[src/rtl/ost_pkg.sv]
package ost_pkg;

  localparam int ADDR_W = 3;
  localparam int DATA_W = 8;

  typedef enum logic [ADDR_W-1:0] {
    A_CTRL  = 3'd0,
    A_CMP   = 3'd1,
    A_RATE  = 3'd2,
    A_POWER = 3'd3,
    A_IRQEN = 3'd4,
    A_FLAGS = 3'd5,
    A_COUNT = 3'd6,
    A_SPARE = 3'd7
  } reg_addr_e;

  typedef enum logic [1:0] {
    RATE_REF  = 2'd0,
    RATE_MID  = 2'd1,
    RATE_SLOW = 2'd2,
    RATE_MIN  = 2'd3
  } rate_e;

endpackage

[src/rtl/ost_prescaler.sv]
module ost_prescaler #(
  parameter int DIV_1K  = 32,
  parameter int DIV_1HZ = 32768,
  parameter int DIV_MIN = 1966080,
  localparam int PW     = $clog2(DIV_MIN + 1)
) (
  input  logic       clk,
  input  logic       rst_n,
  input  logic       clr,
  input  logic       en,
  input  logic [1:0] rate,
  output logic       tick
);

  logic [PW-1:0] acc_q;
  logic [PW-1:0] last_val;

  always_comb begin
    case (rate)
      ost_pkg::RATE_REF:  last_val = '0;
      ost_pkg::RATE_MID:  last_val = PW'(DIV_1K - 1);
      ost_pkg::RATE_SLOW: last_val = PW'(DIV_1HZ - 1);
      default:            last_val = PW'(DIV_MIN - 1);
    endcase
  end

  // >= keeps a rate change mid-interval from overrunning the wrap point
  assign tick = en && (acc_q >= last_val);

  always_ff @(posedge clk or negedge rst_n) begin
    if (!rst_n)      acc_q <= '0;
    else if (clr)    acc_q <= '0;
    else if (tick)   acc_q <= '0;
    else if (en)     acc_q <= acc_q + 1'b1;
  end

endmodule

[src/rtl/ost_counter.sv]
module ost_counter #(
  parameter int WIDTH = 8
) (
  input  logic             clk,
  input  logic             rst_n,
  input  logic             clr,
  input  logic             tick,
  input  logic [WIDTH-1:0] limit,
  output logic [WIDTH-1:0] count,
  output logic             hit
);

  logic [WIDTH-1:0] cnt_q;

  // compare before increment: limit 0 matches on the first tick
  assign hit   = tick && (cnt_q == limit);
  assign count = cnt_q;

  always_ff @(posedge clk or negedge rst_n) begin
    if (!rst_n)     cnt_q <= '0;
    else if (clr)   cnt_q <= '0;
    else if (hit)   cnt_q <= '0;
    else if (tick)  cnt_q <= cnt_q + 1'b1;
  end

endmodule

[src/rtl/ost_regs.sv]
module ost_regs
  import ost_pkg::*;
#(
  parameter int CW = 8
) (
  input  logic              clk,
  input  logic              rst_n,
  input  logic              wr_en,
  input  logic [ADDR_W-1:0] addr,
  input  logic [DATA_W-1:0] wr_data,
  input  logic              timeout,
  input  logic [CW-1:0]     count,
  output logic              ctrl_wr,
  output logic              run,
  output logic [CW-1:0]     cmp,
  output logic [1:0]        rate,
  output logic              gate,
  output logic              ie,
  output logic              status,
  output logic [DATA_W-1:0] rd_data
);

  logic wr_cmp, wr_rate, wr_power, wr_irqen, wr_flags;

  assign ctrl_wr  = wr_en && (addr == A_CTRL);
  assign wr_cmp   = wr_en && (addr == A_CMP);
  assign wr_rate  = wr_en && (addr == A_RATE);
  assign wr_power = wr_en && (addr == A_POWER);
  assign wr_irqen = wr_en && (addr == A_IRQEN);
  assign wr_flags = wr_en && (addr == A_FLAGS);

  always_ff @(posedge clk or negedge rst_n) begin
    if (!rst_n)        run <= 1'b0;
    else if (ctrl_wr)  run <= wr_data[0];
    else if (timeout)  run <= 1'b0;
  end

  always_ff @(posedge clk or negedge rst_n) begin
    if (!rst_n) begin
      cmp  <= '0;
      rate <= 2'b00;
      gate <= 1'b0;
      ie   <= 1'b0;
    end else begin
      if (wr_cmp)   cmp  <= wr_data[CW-1:0];
      if (wr_rate)  rate <= wr_data[1:0];
      if (wr_power) gate <= wr_data[0];
      if (wr_irqen) ie   <= wr_data[0];
    end
  end

  // a new timeout wins over a same-cycle clear
  always_ff @(posedge clk or negedge rst_n) begin
    if (!rst_n)                       status <= 1'b0;
    else if (timeout)                 status <= 1'b1;
    else if (wr_flags && wr_data[0])  status <= 1'b0;
  end

  always_comb begin
    rd_data = '0;
    case (addr)
      A_CTRL:  rd_data[0]      = run;
      A_CMP:   rd_data[CW-1:0] = cmp;
      A_RATE:  rd_data[1:0]    = rate;
      A_POWER: rd_data[0]      = gate;
      A_IRQEN: rd_data[0]      = ie;
      A_FLAGS: rd_data[0]      = status;
      A_COUNT: rd_data[CW-1:0] = count;
      default: rd_data         = '0;
    endcase
  end

endmodule

[src/rtl/oneshot_timer.sv]
module oneshot_timer
  import ost_pkg::*;
#(
  parameter int DIV_1K  = 32,
  parameter int DIV_1HZ = 32768,
  parameter int DIV_MIN = 1966080
) (
  input  logic              clk,
  input  logic              rst_n,
  input  logic              wr_en,
  input  logic [ADDR_W-1:0] addr,
  input  logic [DATA_W-1:0] wr_data,
  output logic [DATA_W-1:0] rd_data,
  output logic              irq
);

  localparam int CW = DATA_W;

  logic          ctrl_wr, run_q, gate_q, ie_q, status_q;
  logic [CW-1:0] cmp_q, count_q;
  logic [1:0]    rate_q;
  logic          tick, timeout, clr, cnt_en;

  // any control write restarts or stops, so it also resets the datapath
  assign clr    = ctrl_wr || !run_q;
  assign cnt_en = run_q && gate_q && !ctrl_wr;

  ost_regs #(.CW(CW)) u_regs (
    .clk     (clk),
    .rst_n   (rst_n),
    .wr_en   (wr_en),
    .addr    (addr),
    .wr_data (wr_data),
    .timeout (timeout),
    .count   (count_q),
    .ctrl_wr (ctrl_wr),
    .run     (run_q),
    .cmp     (cmp_q),
    .rate    (rate_q),
    .gate    (gate_q),
    .ie      (ie_q),
    .status  (status_q),
    .rd_data (rd_data)
  );

  ost_prescaler #(
    .DIV_1K  (DIV_1K),
    .DIV_1HZ (DIV_1HZ),
    .DIV_MIN (DIV_MIN)
  ) u_presc (
    .clk   (clk),
    .rst_n (rst_n),
    .clr   (clr),
    .en    (cnt_en),
    .rate  (rate_q),
    .tick  (tick)
  );

  ost_counter #(.WIDTH(CW)) u_cnt (
    .clk   (clk),
    .rst_n (rst_n),
    .clr   (clr),
    .tick  (tick),
    .limit (cmp_q),
    .count (count_q),
    .hit   (timeout)
  );

  assign irq = status_q && ie_q;

endmodule

[config.mk]
export PLATFORM = sky130hd
export DESIGN_NAME = oneshot_timer
export DESIGN_NICKNAME = d
export VERILOG_FILES = /design/src/rtl/ost_pkg.sv /design/src/rtl/ost_prescaler.sv /design/src/rtl/ost_counter.sv /design/src/rtl/ost_regs.sv /design/src/rtl/oneshot_timer.sv
export SDC_FILE = /design/constraint.sdc
export NUM_CORES = 1
export LEC_CHECK = 0
export ABC_AREA = 1
export BUFFER_PORTS_ARGS = -buffer_cell sky130_fd_sc_hd__clkbuf_2
export CAP_MARGIN = 20
export CELL_PAD_IN_SITES_DETAIL_PLACEMENT = 0
export CELL_PAD_IN_SITES_GLOBAL_PLACEMENT = 1
export CORE_MARGIN = 3
export CORE_UTILIZATION = 45
export DETAILED_ROUTE_END_ITERATION = 6
export HOLD_SLACK_MARGIN = 0.15
export PLACE_DENSITY_LB_ADDON = 0.1
export SYNTH_ARGS = -nofsm -noshare
export SYNTH_HDL_FRONTEND = slang
export SYNTH_SLANG_ARGS = --single-unit
[constraint.sdc]
create_clock -name clk -period 3.1 [get_ports clk]
set_clock_uncertainty 0.05 [all_clocks]
set_input_delay 0.31 -clock clk [delete_from_list [all_inputs] [get_ports clk]]
set_output_delay 0.31 -clock clk [all_outputs]
set_load 0.01 [all_outputs]
==> impl_metrics.json <==
{
  "yosys.cell_count.top_type": "nand2_1",
  "cts_htree_levels": 2,
  "fin_util": 0.5169,
  "route.antenna.remaining_nets": 0,
  "timing.slew.headroom": 0.5901,
  "final.fill_count": 658,
  "drt-initial-drc-count": 74,
  "cell_repeated_most_along_the_worst_path": "nand2_1",
  "dr_total_vias": 2718,
  "cell_area_after_technology_mapping_sq_mm": 0.003013,
  "num_rows": 29,
  "half_perimeter_wire_length_of_the_detailed_placement_result_um": 5358,
  "number_of_antenna_violations_at_the_first_check_in_global_routing": 0,
  "drt-pass1-iter-count": 4,
  "count_of_antenna_diodes_in_the_layout": 0,
  "slew_viol_final": 0,
  "arrival_ps": 2390,
  "synth_compound_area_frac": 0.1109,
  "synth.lib_cells_used.distinct": 31,
  "chipHeight_um": 87.83,
  "clockBufferDepth": 2,
  "postCtsSetupRepairBufs": 0,
  "cp_cell_sequence": "nand2_1 > ha_1 > nand2_1 > nor2_1 > nand2_1 > nor2_2 > a21boi_2 > nor2_4 > nor2_4 > nor2_2 > nand2_1 > nand2_1",
  "placement.io_buffers": 22,
  "design.core.area_sq_mm": 0.006422,
  "design.portCount": 23,
  "critPathRequiredTime_ps": 3240,
  "synth_xor_xnor_area_share": 0.05523,
  "power_density_over_the_cells_mw_per_mm2": 389.9,
  "synth_adder_area_share": 0.07475,
  "flow.area_growth_from_synthesis_pct": 10.17,
  "die-width_um": 87.83,
  "final_area_sq_mm": 0.003319,
  "cts_inserted_buffers": 5,
  "synth-edff-count": 0,
  "setup_total_negative_slack_ps": 0,
  "worstPathBufferInverterCount": 0,
  "vias_per_cell": 5.319,
  "power.static_leakage_uw": 0.001657,
  "preCtsSetupSlack_ps": 848.1,
  "yosys-mux-area-fraction": 0.01869,
  "timing.setup.critical_path_class": "flop to flop",
  "yosysSeqAreaShare": 0.3571,
  "fmax_ghz": 0.4456,
  "netlist.top_cell.by_area": "dfrtp_1",
  "drc_errors": 0,
  "gp_congestion": 0.8028,
  "tritoncts": "yes",
  "multiInputGateArea_sq_mm": 0.001698,
  "grt_util_all_layers": 0.1912,
  "syn-num-nets": 436,
  "crit_path_end_kind": "flop",
  "ys.warnings.count": 0,
  "clock_sinks": 43,
  "post_place_cell_area_sq_mm": 0.003217,
  "yosys_register_bits": 43,
  "syn_avg_cell_area_sq_um": 7.458,
  "cap_viol_max_count": 0,
  "worstHoldPathType": "input pin to flop",
  "ys_dominant_reg_cell": "dfrtp_1",
  "timing.critical_path.slowest_stage_cell": "dfrtp_1",
  "yosys.area.top_type_share": 0.3571,
  "wirelength_um": 6987,
  "cp-start-kind": "flop",
  "finalCriticalPeriod_ps": 2244,
  "syn_inst": 404,
  "path_delay_family": "simple AND/OR/NAND/NOR gates",
  "clk_latency_ps": 300,
  "critical_path.max_fanout": 9,
  "grt_overflow": 0,
  "asyncSetResetFlopFracSynth": 1.000,
  "grt_first_pass_wirelength_um": 11730,
  "clockRootBuffer": "clkbuf_8",
  "leading_post_synthesis_cells_by_instance_count": "nand2_1 (97), inv_1 (55), dfrtp_1 (43)",
  "worstMarginPinSlew_ps": 614.2,
  "timing.final.crit_share": 0.7240,
  "fin_ws_ps": 855.6,
  "initial_core_util": 0.4691,
  "outcome": "finished, final reports clean",
  "finalSetupViolCount": 0,
  "dominant_combinational_cell_family_by_area_after_synthesis": "simple AND/OR/NAND/NOR gates",
  "dieArea_sq_mm": 0.007713,
  "post_synth_and_or_nand_nor_area_fraction": 0.3040,
  "route.detailed.wl_per_inst_um": 13.67,
  "grt_start_max_net_pins": 25,
  "ff_latch_area_sq_mm": 0.001076,
  "post_route_cells_drive_above_1_share": 0.1336,
  "worst_setup_hold_path_clk_slew_ps": 90,
  "num-nets-final": 465,
  "finalHoldViolCount": 0,
  "yosys-top-cells-area": "dfrtp_1 (36%), nand2_1 (12%), ha_1 (7.5%), inv_1 (6.9%), nand3_1 (6.5%)",
  "number_of_global_route_vias_before_repair": 2544,
  "vdd_drop_max_mv": 0.2220,
  "timing.critical_path.slowest_cell_delay_ps": 430,
  "rsz0062_at_grt": "no"
}
## flip-flops by register name, summed over array words and instances (netlist names)
| signal | flops |
|---|---|
| u_regs.gate | 1 |
| u_regs.cmp | 8 |
| u_cnt.count | 8 |
| u_regs.rate | 2 |
| u_presc.acc_q | 21 |
| u_regs.status | 1 |
| u_regs.ie | 1 |
| u_regs.run | 1 |
## report_power, final
part	leakage [uW]	switching (uW)	internal (uW)
combinational	0.00104	181	93.0
clock	0.0000408	227	162
sequential	0.000578	35.0	597
## placed cells by master, fill, tap and decap left out
cell and count:
o21ai_0 27, buf_4 1, o21ai_1 12, clkbuf_2 22, nand4_1 13, nor3_2 2, and2_1 1, a22oi_1 1
nand2_2 3, nor3_1 9, a21o_1 1, clkbuf_8 5, xor2_1 18, inv_2 6, a21oi_1 9, inv_6 1
nand2_1 97, nand4_2 1, o22ai_1 9, xnor2_1 1, nand3_1 39, clkinvlp_4 2, ha_1 18, a21boi_2 1
nor4_1 1, mux2_1 1, dlygate4sd3_1 1, inv_1 55, nor2_1 17, nor2_4 5, dfrtp_1 43, o2111a_1 1
nor2_2 4, nand3b_1 2, or2_2 1, mux2_2 4
## kinds of logic after synthesis
logic type,count (synthesis)
AOI/OAI and AO/OA,61
and+or+nand+nor,195
muxes,5
buffers and inverters,63
DFF,43
xor gates and xnor gates,19
adders and majority gates,18
## final cells by class
type | count | area share
multi-input cells | 298 | 0.5115
flip-flops and latches | 43 | 0.3242
well taps | 77 | 0.02902
repair buffers | 24 | 0.03845
inverters | 61 | 0.06898
clock buffers | 5 | 0.02073
clock inverters | 3 | 0.007162
## metrics by stage
step           hold slack (ps)  std cells  total power, uW
2_1_floorplan           -35.59        404            828.4
3_3_place_gp             262.6        502            915.7
3_5_place_dp             263.9        502            918.9
4_1_cts                  157.0        511             1309
5_1_grt                  164.2        511             1376
6_report                 164.5        511             1294
## final timing paths
kind | startpoint | to | slack (ps) | cells after the start
min | wr_data[6] | u_regs.cmp[6] | 160 | 2
max | u_regs.rate[1] | u_cnt.count[7] | 860 | 12
max reg2reg | u_regs.rate[1] | u_cnt.count[7] | 860 | 12
min reg2reg | u_regs.ie | u_regs.ie | 490 | 2
min in group asynchronous | rst_n | u_presc.acc_q[5] | 460 | 2
max in group asynchronous | rst_n | u_cnt.count[3] | 1810 | 3
## what timing repair did
action | 4_1_cts | 5_1_grt
endpoints found under the hold margin | 19 | 0
gates resized for setup | 0 | 0
hold buffers | 1 | 0
## layer usage
metal | track usage | share of wire | wire length (um) | vias up
met3 | 0.02822 | 0.035 | 248 | 6
li1 | - | - | - | 1398
met1 | 0.2821 | 0.51 | 3570 | 1266
met2 | 0.2986 | 0.44 | 3104 | 48
met5 | 0 | 0 | 0 | -
met4 | 0.03766 | 0.0090 | 63 | 0
No activity file was read; power rests on OpenSTA's default activity.
